<file path="src/rtl/dma_xreq_pkg.sv">
package dma_xreq_pkg;

  typedef enum logic [2:0] {
    ST_IDLE,
    ST_RD,
    ST_WR,
    ST_FLY,
    ST_PAUSE
  } seq_state_e;

  typedef struct packed {
    logic demand;
    logic flyby;
    logic io2mem;
  } xfer_mode_s;

endpackage

</file>
<file path="src/rtl/xreq_sync.sv">
module xreq_sync #(
  parameter int STAGES = 2
) (
  input  logic clk,
  input  logic rst_n,
  input  logic d,
  output logic q
);
  logic [STAGES-1:0] chain;

  generate
    if (STAGES == 1) begin : g_one
      always_ff @(posedge clk or negedge rst_n) begin
        if (!rst_n) chain <= '0;
        else        chain <= d;
      end
    end else begin : g_many
      always_ff @(posedge clk or negedge rst_n) begin
        if (!rst_n) chain <= '0;
        else        chain <= {chain[STAGES-2:0], d};
      end
    end
  endgenerate

  assign q = chain[STAGES-1];
endmodule

</file>
<file path="src/rtl/xreq_qual.sv">
module xreq_qual #(
  parameter int HOLD_CYC = 3
) (
  input  logic clk,
  input  logic rst_n,
  input  logic lvl,
  output logic rise_evt,
  output logic fall_evt
);
  localparam int HC_W = $clog2(HOLD_CYC + 1);

  logic            qlvl;
  logic [HC_W-1:0] run_cnt;

  always_ff @(posedge clk or negedge rst_n) begin
    if (!rst_n) begin
      qlvl     <= 1'b0;
      run_cnt  <= '0;
      rise_evt <= 1'b0;
      fall_evt <= 1'b0;
    end else begin
      rise_evt <= 1'b0;
      fall_evt <= 1'b0;
      if (lvl == qlvl) begin
        run_cnt <= '0;
      end else if (run_cnt == HC_W'(HOLD_CYC - 1)) begin
        qlvl     <= lvl;
        run_cnt  <= '0;
        rise_evt <= lvl;
        fall_evt <= !lvl;
      end else begin
        run_cnt <= run_cnt + 1'b1;
      end
    end
  end

  // an event is only issued after the new level was seen on the last three edges
  a_r2_hold_met: assert property (@(posedge clk) disable iff (!rst_n)
    (rise_evt || fall_evt) |-> ($past(lvl, 1) == qlvl && $past(lvl, 2) == qlvl && $past(lvl, 3) == qlvl));

  a_r1_one_polarity: assert property (@(posedge clk) disable iff (!rst_n)
    !(rise_evt && fall_evt));
endmodule

</file>
<file path="src/rtl/xfer_seq.sv">
module xfer_seq
  import dma_xreq_pkg::*;
#(
  parameter int CNT_W  = 8,
  parameter int ADDR_W = 16
) (
  input  logic              clk,
  input  logic              rst_n,
  input  logic              start_edge,
  input  logic              dem_lvl,
  input  logic [CNT_W-1:0]  cfg_count,
  input  xfer_mode_s        cfg_mode,
  input  logic              bus_ready,
  output logic              bus_valid,
  output logic              bus_write,
  output logic [ADDR_W-1:0] bus_addr,
  output logic              last_acc,
  output logic              busy,
  output xfer_mode_s        mode_q
);
  seq_state_e       state;
  logic [CNT_W-1:0] remain;
  logic             launch;
  logic             unit_end;
  seq_state_e       first_st;

  assign launch   = (cfg_count != '0) &&
                    (cfg_mode.demand ? dem_lvl : start_edge);
  assign first_st = mode_q.flyby ? ST_FLY : ST_RD;
  assign unit_end = bus_ready && (state == ST_WR || state == ST_FLY);

  always_ff @(posedge clk or negedge rst_n) begin
    if (!rst_n) begin
      state    <= ST_IDLE;
      remain   <= '0;
      bus_addr <= '0;
      mode_q   <= '0;
    end else begin
      unique case (state)
        ST_IDLE: begin
          if (launch) begin
            mode_q   <= cfg_mode;
            remain   <= cfg_count;
            bus_addr <= '0;
            state    <= cfg_mode.flyby ? ST_FLY : ST_RD;
          end
        end
        ST_RD: begin
          if (bus_ready) state <= ST_WR;
        end
        ST_WR, ST_FLY: begin
          if (bus_ready) begin
            if (remain == CNT_W'(1)) begin
              state <= ST_IDLE;
            end else begin
              remain   <= remain - 1'b1;
              bus_addr <= bus_addr + 1'b1;
              state    <= (mode_q.demand && !dem_lvl) ? ST_PAUSE : first_st;
            end
          end
        end
        ST_PAUSE: begin
          if (dem_lvl) state <= first_st;
        end
        default: state <= ST_IDLE;
      endcase
    end
  end

  always_comb begin
    bus_valid = (state == ST_RD) || (state == ST_WR) || (state == ST_FLY);
    unique case (state)
      ST_WR:   bus_write = 1'b1;
      ST_FLY:  bus_write = mode_q.io2mem;
      default: bus_write = 1'b0;
    endcase
    last_acc = (remain == CNT_W'(1)) && (state == ST_WR || state == ST_FLY);
    busy     = (state != ST_IDLE);
  end

  a_r9_hold_under_stall: assert property (@(posedge clk) disable iff (!rst_n)
    (bus_valid && !bus_ready) |=> (bus_valid && $stable(bus_addr) && $stable(bus_write)));

  a_r10_zero_count_idle: assert property (@(posedge clk) disable iff (!rst_n)
    (state == ST_IDLE && cfg_count == '0) |=> (state == ST_IDLE));

  a_r6_read_then_write: assert property (@(posedge clk) disable iff (!rst_n)
    (state == ST_RD && bus_ready) |=> (state == ST_WR && $stable(bus_addr)));

  a_r8_pause_silent: assert property (@(posedge clk) disable iff (!rst_n)
    (state == ST_PAUSE && !dem_lvl) |=> (state == ST_PAUSE && !bus_valid));

  a_r3_no_restart_busy: assert property (@(posedge clk) disable iff (!rst_n)
    (busy && !unit_end) |=> busy);
endmodule

</file>
<file path="src/rtl/dma_xreq_seq.sv">
module dma_xreq_seq
  import dma_xreq_pkg::*;
#(
  parameter int CNT_W       = 8,
  parameter int ADDR_W      = 16,
  parameter int SYNC_STAGES = 2,
  parameter int HOLD_CYC    = 3
) (
  input  logic              clk,
  input  logic              rst_n,
  input  logic              req_in,
  input  logic [CNT_W-1:0]  cfg_count,
  input  logic              cfg_demand,
  input  logic              cfg_edge_fall,
  input  logic              cfg_flyby,
  input  logic              cfg_io2mem,
  output logic              bus_valid,
  input  logic              bus_ready,
  output logic              bus_write,
  output logic [ADDR_W-1:0] bus_addr,
  output logic              busy,
  output logic              ack_n,
  output logic              eop_n,
  output logic              iord_n,
  output logic              iowr_n
);
  logic       req_s;
  logic       rise_evt;
  logic       fall_evt;
  logic       start_edge;
  logic       last_acc;
  xfer_mode_s cfg_mode;
  xfer_mode_s mode_q;

  xreq_sync #(.STAGES(SYNC_STAGES)) u_sync (
    .clk(clk), .rst_n(rst_n), .d(req_in), .q(req_s)
  );

  xreq_qual #(.HOLD_CYC(HOLD_CYC)) u_qual (
    .clk(clk), .rst_n(rst_n), .lvl(req_s),
    .rise_evt(rise_evt), .fall_evt(fall_evt)
  );

  assign start_edge = cfg_edge_fall ? fall_evt : rise_evt;
  assign cfg_mode   = '{demand: cfg_demand, flyby: cfg_flyby, io2mem: cfg_io2mem};

  xfer_seq #(.CNT_W(CNT_W), .ADDR_W(ADDR_W)) u_seq (
    .clk(clk), .rst_n(rst_n),
    .start_edge(start_edge), .dem_lvl(req_s),
    .cfg_count(cfg_count), .cfg_mode(cfg_mode),
    .bus_ready(bus_ready),
    .bus_valid(bus_valid), .bus_write(bus_write), .bus_addr(bus_addr),
    .last_acc(last_acc), .busy(busy), .mode_q(mode_q)
  );

  assign ack_n  = !bus_valid;
  assign eop_n  = !(bus_valid && last_acc);
  assign iord_n = !(bus_valid && mode_q.flyby && mode_q.io2mem);
  assign iowr_n = !(bus_valid && mode_q.flyby && !mode_q.io2mem);

  a_r5_eop_ends_transfer: assert property (@(posedge clk) disable iff (!rst_n)
    (!eop_n && bus_ready) |=> !busy);

  a_r7_strobe_exclusive: assert property (@(posedge clk) disable iff (!rst_n)
    $onehot0({!iord_n, !iowr_n}));

  a_r7_iord_writes_mem: assert property (@(posedge clk) disable iff (!rst_n)
    !iord_n |-> bus_write);

  a_r4_ack_only_busy: assert property (@(posedge clk) disable iff (!rst_n)
    !ack_n |-> busy);
endmodule

</file>
<file path="config.mk">
export PLATFORM = sky130hd
export DESIGN_NAME = dma_xreq_seq
export DESIGN_NICKNAME = d
export VERILOG_FILES = /design/src/rtl/dma_xreq_pkg.sv /design/src/rtl/xreq_sync.sv /design/src/rtl/xreq_qual.sv /design/src/rtl/xfer_seq.sv /design/src/rtl/dma_xreq_seq.sv
export SDC_FILE = /design/constraint.sdc
export NUM_CORES = 1
export LEC_CHECK = 0
export BUFFER_PORTS_ARGS = -buffer_cell sky130_fd_sc_hd__buf_2
export CAP_MARGIN = 40
export CORE_MARGIN = 3
export CORE_UTILIZATION = 55
export DETAILED_ROUTE_END_ITERATION = 8
export PLACE_DENSITY = 0.76
export SLEW_MARGIN = 5
export SYNTH_ARGS = -nofsm -noshare
export SYNTH_HDL_FRONTEND = slang
export SYNTH_HIERARCHICAL = 1
export SYNTH_SLANG_ARGS = --single-unit
</file>
<file path="constraint.sdc">
create_clock -name clk -period 4 [get_ports clk]
set_clock_uncertainty 0.2 [all_clocks]
set_input_delay 0.4 -clock clk [delete_from_list [all_inputs] [get_ports clk]]
set_output_delay 0.4 -clock clk [all_outputs]
set_load 0.01 [all_outputs]
</file>
### Yosys cells after proc, flatten, opt, wreduce, memory -nomap -nowiden

Cells that the tools add are included.

| operators by class | value |
|---|---|
| reduce and logical (&&, ||, !) cells | 25 |
| bitwise gates (word level) | 1 |
| mux-type cells | 26 |
| $add $sub $neg | 3 |
| eq/ne operators | 12 |

Operators with widths:

| cell | number |
|---|---|
| 2-to-1 mux 16 bit | 3 |
| case mux 16 bit (2 select lines) | 1 |
| 2-to-1 mux 8 bit | 3 |
| 2-to-1 mux 3 bit | 6 |
| adder 16 x 1 -> 16 bit, second input constant | 1 |
| case mux 8 bit (2 select lines) | 1 |
| case mux 3 bit (4 select lines) | 1 |
| == test 8 x 1 -> 1 bit, second input constant | 1 |
| 2-to-1 mux 2 bit | 4 |
| inequality test 2 bit, second input constant | 4 |
| AND reduction 4 bit | 2 |
| nonzero test 8 bit | 1 |
| subtractor 8 x 1 -> 8 bit, second input constant | 1 |
| logical AND 1 bit | 7 |
| == test 3 x 2 -> 1 bit, second input constant | 2 |
| zero test 1 bit | 6 |
| 2-to-1 mux 1 bit | 6 |
| AND reduction 2 bit | 2 |
| == test 3 x 1 -> 1 bit, second input constant | 1 |
| == test 3 bit, second input constant | 1 |
| zero test 3 bit | 1 |
| logical OR 1 bit | 3 |
| nonzero test 3 bit | 1 |
| adder 2 x 1 -> 2 bit, second input constant | 1 |
| 7 further kinds | 7 |

| word-level totals | value |
|---|---|
| bits of input ports | 16 |
| flip-flop bits (word level) | 37 |
| output and inout bits | 23 |

### Logic depth before layout (Yosys ltp)

Gate-level depths: netlist (run 1).

| depth | value |
|---|---|
| depth in word-level cells | 6 |
| gate-level depth with buffers | 8 |
| gate-level depth less buffers | 6 |

### By module

Netlist (run 1), hierarchy kept.

Modules (own cells, without submodules):

| module | cells each | area each (um2) | sequential area each (um2) | instances |
|---|---|---|---|---|
| xfer_seq | 216 | 1,926.8 | 750.7 | 1 |
| xreq_qual | 12 | 190.2 | 125.1 | 1 |
| xreq_sync | 2 | 50.0 | 50.0 | 1 |
| dma_xreq_seq | 5 | 35.0 | 0.0 | 1 |

### Worst setup path before layout (run 1)

No wires, ideal clock.

| timing | value |
|---|---|
| kind | register to register |
| start point | register u_seq.state[2] |
| end point | register u_seq.bus_addr[11] |
| arrival | 1.763 ns |
| library setup time | 0.069 ns |
| cell stages (with the launch flop) | 8 |
| period minus slack after synthesis | 2.032 ns |
| path slack | 1.968 ns |
| required time | 3.731 ns |
| cells stage by stage | dfrtp_1 buf_6 or3_1 buf_6 a211o_4 buf_6 a2111o_1 nand3_1 |

| on the way | value |
|---|---|
| longest elaborated chain between the ends | 4 |
| elaborated cells on any way between the ends | 10 |

Ends and longest elaborated chain:

| item | RTL line | RTL |
|---|---|---|
| start, declared | xfer_seq.sv:21 | `seq_state_e state;` |
| start signal, assigned | xfer_seq.sv:45 | `state <= cfg_mode.flyby ? ST_FLY : ST_RD;` |
| start signal, assigned | xfer_seq.sv:58 | `state <= (mode_q.demand && !dem_lvl) ? ST_PAUSE : first_st;` |
| start signal, assigned | xfer_seq.sv:63 | `if (dem_lvl) state <= first_st;` |
| == test 3 x 2 -> 1 bit | - |  |
| OR reduction 2 bit | xfer_seq.sv:39 | `unique case (state)` |
| inequality test 2 bit (no source line) or nonzero test 2 bit (tied branches) | - |  |
| AND reduction 4 bit (no source line) | - |  |
| end signal, assigned | xfer_seq.sv:57 | `bus_addr <= bus_addr + 1'b1;` |
| end, declared | xfer_seq.sv:16 | `output logic [ADDR_W-1:0] bus_addr,` |

Several ways; a longest one is shown, not always the timed one.
A chain may end at the register's enable or synchronous reset.

### Worst setup path after layout (run 1)

| timing | value |
|---|---|
| start point | register u_seq.state[1] |
| end point | register u_seq.bus_addr[15] |

The elaborated chain is that of the path after synthesis.

==> impl_metrics.ini, run 1 <==
[logic_synthesis]
synth-edff-count = 0
synth-seq-area-share_pct = 42.0
synth_flop_cell = dfrtp_1
syn_nets = 254
synth-seq-cells = 37
yosys_warnings = 6
synthCells = 235
syn_avg_cell_area_um2 = 9.37
synth_area_um2 = 2200
synth.distinct_cells = 53
async_flop_share_pct = 100

[power_and_ir_drop]
clockPowerShare_pct = 18.5
seq_power_share_pct = 40.1
p_switching_w = 0.000815
p_int_w = 0.00105
ir_drop_mv = 0.370
total_power_w = 0.00186
switching_share_pct = 43.8
power_density_nw_per_um2 = 730
p_leak_nw = 1.13
p_comb_share_pct = 41.4

[timing]
slew_headroom_pct = 45.4
post-route-min-period_ns = 2.68
fin_crit_sh_pct = 67.0
rsz0062_at_grt = false
setup-tns-final_ns = 0
fmax_mhz = 373
drv_slew = 0
setup_viol = 0
final_hold_viol_count = 0
tightest_slew_ns = 0.818

[clock_network]
clock_latency_ns = 0.30
cts.repair.resized = 0
numCtsBuffers = 5
clkSlewWorstSetupHoldPaths_ns = 0.07
cts_tree = built
htree_levels = 2
cts_root_buf = clkbuf_8
cts.path.max_buffers = 2
cts.sinks = 37

[worst_setup_path]
max_stage_delay_ns = 0.65
worstPathArrival_ns = 2.66
end_kind = flop
startpoint_type = flop
slowest_stage = dfrtp_1
crit_fanout = 23
critPathKind = flop to flop
required_ns = 3.98
r2r_setup_slack_ns = 1.32
path_cells = or3_1 > a211oi_4 > nor2_2 > a211o_1

[hold_path]
hp-class = input pin to flop

[job]
drv_cap = 0

[drt]
first_pass_iters = 4
num_vias = 2058
wirelength_mm = 5.41
antenna_left = 0
drtIter0Drc = 268
drc = 0
wl_per_cell_um = 16.8
routed_via_density = 6.41

[layout]
layout.cells.most_common_list = buf_2, dfrtp_1, nand3_1, nand2_1, a21oi_1
layout_commonest_cell = buf_2
fill_cells = 310
synthToLayoutAreaGrowth_pct = 15.9
final_layout_size_suffix_gt1_share_pct = 20.9
insertedDiodeCount = 0
layout.nets = 291
multi_input_area_um2 = 1160
regArea_um2 = 926

[die]
io_pins = 39
die_h_um = 69.3
die_area_um2 = 4800
placement_rows = 22
core_um2 = 3770
start_util_pct = 58.4
chipWidth_um = 69.3

[global_route]
antenna_found_initial = 0
grt_pass1_wl_mm = 9.38
grt_overflow_total = 0
grt_max_degree = 26
grt_pass1_vias = 1987
grt.total_usage_pct = 23.8

[placed_design]
gp_congestion = 0.823
io_buffers = 38
hpwl_mm = 3.68

[run_status]
outcome = complete, no violations
-- registers in the layout, summed over array words and instances, names as in the netlist --
| name | flops |
|---|---|
| u_sync/chain | 2 |
| u_seq/state | 3 |
| u_seq/remain | 8 |
| u_qual/qlvl | 1 |
| u_seq/bus_addr | 16 |
| u_qual/rise_evt | 1 |
| u_qual/fall_evt | 1 |
| u_qual/run_cnt | 2 |
| u_seq/mode_q | 3 |
-- power groups by stage --
stage               registers [W]  logic [W]  clock network (W)
floorplan                0.000702   0.000564                  0
global placement         0.000742   0.000747                  0
detailed placement       0.000745   0.000766                  0
CTS                      0.000739   0.000770           0.000356
global route             0.000780   0.000864           0.000372
finish                   0.000747   0.000771           0.000344
-- path summary, 6_finish.rpt --
path                            startpoint                 end  cells after the start
max                         u_seq/state[1]  u_seq/bus_addr[15]                      4
min                             cfg_io2mem     u_seq/mode_q[0]                      3
max reg2reg                 u_seq/state[1]  u_seq/bus_addr[15]                      4
min reg2reg                u_sync/chain[0]     u_sync/chain[1]                      0
max in group asynchronous            rst_n     u_seq/mode_q[1]                      3
min in group asynchronous            rst_n   u_seq/bus_addr[3]                      2
-- per-layer routing --
| metal | up-vias | part of all wire (%) | track usage [%] |
|---|---|---|---|
| met4 | 0 | 1.8 | 11.3 |
| met1 | 1002 | 47 | 33.6 |
| met2 | 75 | 45 | 34.5 |
| met5 | - | 0 | 0 |
| li1 | 970 | - | - |
| met3 | 11 | 6.0 | 5.22 |
-- Yosys cell counts (5+ instances only) --
cell type	n	area (um2)
or3_1	5	31.3
nand3_1	24	120
clkbuf_1	6	22.5
and3_1	6	37.5
nor2_1	11	41.3
inv_1	10	37.5
nand3b_1	6	45.0
nor4_1	6	37.5
o21ai_0	8	40.0
a21oi_1	12	60.1
dfrtp_1	37	926
o211ai_1	7	52.6
nand2_1	20	75.1
-- worst max-delay path: cells and delay by family (launching register included) --
family / cells / cell delay, ns
AO/OA/AOI/OAI: 2 / 0.81
flip-flops: 1 / 0.65
AND/OR/NAND/NOR: 2 / 0.90
-- what timing repair did --
item | 4_1_cts | 5_1_grt
setup buffers | 0 | 0
hold endpoints to repair | 17 | 0
hold buffers | 2 | 0
setup endpoints to repair | 0 | 0
-- stage by stage --
stage / area [um2] / std cells / util, % / hold slack, ns / worst slack (ns)
after floorplan: 2200 / 235 / - / -0.0956 / 1.97
after CTS: 2550 / 321 / 67.7 / 0.117 / 1.34
after detailed placement: 2410 / 311 / 63.9 / 0.136 / 1.34
final: 2550 / 321 / 67.7 / 0.134 / 1.32
after global routing: 2550 / 321 / 67.7 / 0.126 / 1.22
after global placement: 2380 / 310 / 63.2 / 0.133 / 1.39
-- layout make-up --
cell class	instances	share of cell area, %
clock buffers	6	3.24
clock inverters	2	1.47
inverters	10	1.47
multi-input cells	176	45.6
flip-flops and latches	37	36.3
well taps	48	2.35
repair buffers	42	9.61
-- logic make-up (layout without fill, tap and decap cells) --
| logic type | after synthesis | in the layout | synth area share, % |
|---|---|---|---|
| AND/OR/NAND/NOR | 105 | 105 | 26.9 |
| AO/OA/AOI/OAI | 63 | 63 | 21.5 |
| flip-flops | 37 | 37 | 42.0 |
| buffers and inverters | 22 | 60 | 5.17 |
| multiplexers | 4 | 4 | 2.27 |
| adder cells (fa/ha/maj) | 3 | 3 | 1.70 |
| XOR/XNOR | 1 | 1 | 0.398 |
(Power assumes the default switching activity.)
==> run 2, diff against run 1 <==
- clock period: 4 -> 2.7 ns (I/O delays scaled with it)
==> run 2 against run 1 <==
Effect of this change:
- power increased by 43%
- flip-flop and latch count did not move
- wire length down 3.1%
- hold slack worse by 0.13 ns
- global-route usage fell by 1.3 points
- critical path depth grew 3
- die area stayed put
- final cell count grew 2.2%
- non-clock buffer count increased by 7
==> impl_metrics.ini, run 2 (synthesis results as in run 1) <==
[worst_setup_path]
critPathKind = flop to flop
r2r_setup_slack_ns = 0.47
end_kind = flop
worstPathArrival_ns = 2.20
startpoint_type = flop
required_ns = 2.67
crit_fanout = 12

[clock_network]
clkSlewWorstSetupHoldPaths_ns = 0.08
cts_root_buf = clkbuf_8
cts_tree = built
numCtsBuffers = 5
cts.sinks = 37
clock_latency_ns = 0.28
cts.path.max_buffers = 2
cts.repair.resized = 0
htree_levels = 2

[layout]
insertedDiodeCount = 0
layout.nets = 298
layout.cells.most_common_list = buf_2, dfrtp_1, nand3_1, nand2_1, a21oi_1
top_register = u_seq/bus_addr
synthToLayoutAreaGrowth_pct = 16.2
post-route-util_pct = 67.9
final_layout_size_suffix_gt1_share_pct = 22.5
top_regs = u_seq/bus_addr: 16 flops, u_seq/remain: 8 flops
fill_cells = 328
largest_reg_flops = 16
layout_commonest_cell = buf_2

[placed_design]
io_buffers = 38
hpwl_mm = 3.64
gp_congestion = 0.816

[die]
placement_rows = 22
die_h_um = 69.3
io_pins = 39
chipWidth_um = 69.3
core_um2 = 3770
die_area_um2 = 4800
start_util_pct = 58.4

[hold_path]
hp-class = input pin to flop

[drt]
wirelength_mm = 5.24
antenna_left = 0
wl_per_cell_um = 16.0
num_vias = 2006
drc = 0
first_pass_iters = 4
routed_via_density = 6.12
drtIter0Drc = 224

[global_route]
antenna_found_initial = 0
grt.total_usage_pct = 22.5
grt_pass1_wl_mm = 9.03
grt_overflow_total = 0
grt_pass1_vias = 1917
grt_max_degree = 37

[power_and_ir_drop]
total_power_w = 0.00266
p_leak_nw = 1.15
ir_drop_mv = 0.746
power_density_nw_per_um2 = 1040

[timing]
drv_slew = 0
slew_headroom_pct = 62.4
rsz0062_at_grt = false
setup_viol = 0
final_hold_viol_count = 0
tightest_slew_ns = 0.560
setup-tns-final_ns = 0
fin_crit_sh_pct = 82.5
fmax_mhz = 449
post-route-min-period_ns = 2.23

[run_status]
outcome = complete, no violations

[job]
drv_cap = 0
[run 2: cell type report]
class                   instances  area, um2  area share (%)
multi-input cells             176       1160            45.4
well taps                      48       60.1            2.35
clock inverters                 2       10.0           0.391
inverters                      10       37.5            1.47
flip-flops and latches         37        926            36.2
repair buffers                 49        290            11.3
clock buffers                   6       72.6            2.84
[run 2: routing by layer]
layer	GRT usage (%)	up-vias	wire, um
met4	4.56	0	36
li1	-	984	-
met5	0	-	0
met3	3.91	4	338
met1	32.6	954	2500
met2	35.6	64	2360
[run 2: through the flow]
| stage | cells | hold WS [ns] | cell area [um2] | setup WS [ns] |
|---|---|---|---|---|
| floorplan | 235 | -0.226 | 2200 | 0.668 |
| global placement | 317 | 0.134 | 2440 | 0.569 |
| detailed placement | 318 | -0.131 | 2460 | 0.517 |
| CTS | 328 | 0.00396 | 2560 | 0.503 |
| global route | 328 | 0.0124 | 2560 | 0.342 |
| finish | 328 | 0.00867 | 2560 | 0.472 |
[run 2: where the power goes]
group	switching [W]	internal (W)	leakage (nW)
registers	0.000289	0.000770	0.460
logic	0.000704	0.000519	0.646
clock network	0.000194	0.000179	0.0450
[run 2: final timing paths]
kind                                   end  cells past startpoint             from
min reg2reg                u_sync/chain[1]                      0  u_sync/chain[0]
max                        u_seq/remain[6]                      7  u_seq/remain[1]
min                        u_seq/mode_q[0]                      3       cfg_io2mem
max in group asynchronous  u_seq/remain[0]                      3            rst_n
max reg2reg                u_seq/remain[6]                      7  u_seq/remain[1]
min in group asynchronous  u_seq/mode_q[1]                      2            rst_n
[run 2: worst max-delay path, cell delays in order, from the launching register on]
cell and delay [ns]:
dfrtp_1 0.39, inv_1 0.10, ha_1 0.14, nor4b_2 0.32, a21bo_1 0.44, buf_4 0.23, a22oi_1 0.09, o22a_1 0.21
[run 2: repair_timing]
| item | 4_1_cts | 5_1_grt |
|---|---|---|
| endpoints found under the hold margin | 38 | 0 |
| setup buffers | 0 | 0 |
| hold buffers | 2 | 0 |
==> run 3, diff against run 2 <==
- CORE_UTILIZATION: 55 -> 50
- PLACE_DENSITY: 0.76 -> 0.72
- clock period: 2.7 -> 1.9 ns (I/O delays scaled with it)
==> run 3 against run 2 <==
Effect of this change:
- the run now ends with setup timing left
- combinational power up 120%
- first-iteration DRC count up 1.8%
- wire length up 27%
- power up 74%
- sequential power up 27%
- global-route usage up 3.7 points
- sequential share of layout area down 6.9 points
- largest cell class unchanged
- highest routed layer unchanged
==> impl_metrics.ini, run 3 (synthesis results as in run 1) <==
[run_status]
outcome = finished with violations
violations = setup timing

[global_route]
grt_pass1_wl_mm = 10.7
grt_overflow_total = 0
antenna_found_initial = 0
grt.total_usage_pct = 26.2
grt_max_degree = 22
grt_pass1_vias = 2327

[layout]
insertedDiodeCount = 0
layout_commonest_cell = buf_4
layout.nets = 353
synthToLayoutAreaGrowth_pct = 44.1
largest_reg_flops = 16
final_layout_size_suffix_gt1_share_pct = 40.0
layout.cells.most_common_list = buf_4, buf_2, dfrtp_1, nand3_1, nand2_1
top_regs = u_seq/bus_addr: 16 flops, u_seq/remain: 8 flops
top_register = u_seq/bus_addr
finish.instance_area_um2 = 3170

[clock_network]
cts.sinks = 37
numCtsBuffers = 5
clkSlewWorstSetupHoldPaths_ns = 0.07
cts_root_buf = clkbuf_8
htree_levels = 2
cts_tree = built
cts.path.max_buffers = 2
clock_latency_ns = 0.30

[worst_setup_path]
cp.depth = 7
startpoint_type = flop
path_delay_family = simple AND/OR/NAND/NOR gates
path_cells = inv_2 > ha_4 > nor4b_4 > buf_4 > and3_4 > nand2_2 > buf_6
slowest_stage = dfrtp_1
r2r_cells = 7
crit_fanout = 3
required_ns = 1.51
critPathKind = flop to output pin
max_stage_delay_ns = 0.39
worstPathArrival_ns = 1.62
critPathBufInv = 3
end_kind = output pin

[timing]
setup-tns-final_ns = -0.629
fin_crit_sh_pct = 106
slew_headroom_pct = 65.9
post-route-min-period_ns = 2.01
fmax_mhz = 499
rsz0062_at_grt = true
setup_viol = 21
drv_slew = 0
final_hold_viol_count = 0
hold_ws_ns = 0.0177
fin_ws_ns = -0.106
tightest_slew_ns = 0.512

[power_and_ir_drop]
ir_drop_mv = 0.811
power_density_nw_per_um2 = 1460
p_leak_nw = 1.44
total_power_w = 0.00462

[die]
core_um2 = 4120
start_util_pct = 53.5
placement_rows = 23
chipWidth_um = 72.4
die_area_um2 = 5240
die_h_um = 72.4
io_pins = 39

[drt]
wl_per_cell_um = 17.3
wirelength_mm = 6.65
routed_via_density = 6.05
num_vias = 2329
antenna_left = 0
first_pass_iters = 4
drtIter0Drc = 228
drc = 0

[hold_path]
holdPathStages = 3
hp-class = input pin to flop

[placed_design]
hpwl_mm = 4.52
io_buffers = 38
gp_congestion = 0.955
placedInstanceArea_um2 = 2820

[job]
drv_cap = 0
## run 3: cell types whose count changed in the layout (fill, tap and decap cells not counted), sizes merged
| cell | change |
|---|---|
| buf | +49 |
| dlygate4sd3 | +5 |
| a211o | +1 |
## run 3: what timing repair did
item	4_1_cts	5_1_grt
hold endpoints to repair	25	0
hold buffers	7	0
setup endpoints to repair	29	27
gates resized for setup	15	21
pin swaps	4	7
buffers inserted	1	3
gates cloned	0	1
## run 3: path summary, 6_finish.rpt
| check | from | to | slack [ns] |
|---|---|---|---|
| worst max-delay path | u_seq/remain[1] | eop_n | -0.11 |
| worst min-delay path | cfg_count[4] | u_seq/remain[4] | 0.02 |
| worst max register to register | u_seq/remain[1] | u_seq/remain[5] | -0.10 |
| worst min register to register | u_sync/chain[0] | u_sync/chain[1] | 0.15 |
| max in group asynchronous | rst_n | u_seq/remain[0] | 0.83 |
| min in group asynchronous | rst_n | u_seq/bus_addr[14] | 0.19 |
## run 3: layer usage
| metal | vias to the layer above | global-route usage [%] | share of wire (%) |
|---|---|---|---|
| li1 | 1098 | - | - |
| met1 | 1123 | 33.2 | 43 |
| met2 | 92 | 43.1 | 49 |
| met3 | 16 | 5.40 | 6.5 |
| met4 | 0 | 11.9 | 1.9 |
| met5 | - | 0 | 0 |
## run 3: per-stage QoR
step | setup slack, ns | utilization (%) | std cells
global placement | -0.0263 | 68.6 | 365
global route | -0.196 | 77.1 | 385
detailed placement | -0.125 | 68.6 | 365
finish | -0.106 | 77.1 | 385
floorplan | -0.132 | - | 235
CTS | -0.0932 | 73.9 | 381
## run 3: cell type report
cell class	count	area [um2]
Tap cell	50	62.6
Clock buffer	6	72.6
Multi-Input combinational cell	177	1310
Sequential cell	37	928
Clock inverter	2	10.0
Fill cell	266	942
Timing Repair Buffer	103	751
Inverter	10	37.5
## run 3: power breakdown
part / internal, W / total, W / switching (W)
clock: 0.000254 / 0.000538 / 0.000284
sequential: 0.00110 / 0.00135 / 0.000254
combinational: 0.00126 / 0.00273 / 0.00147
## run 3: worst min-delay path, delay by kind of cell
family	cells	cell delay [ns]
AO/OA/AOI/OAI	2	0.17
buffers and inverters	1	0.10
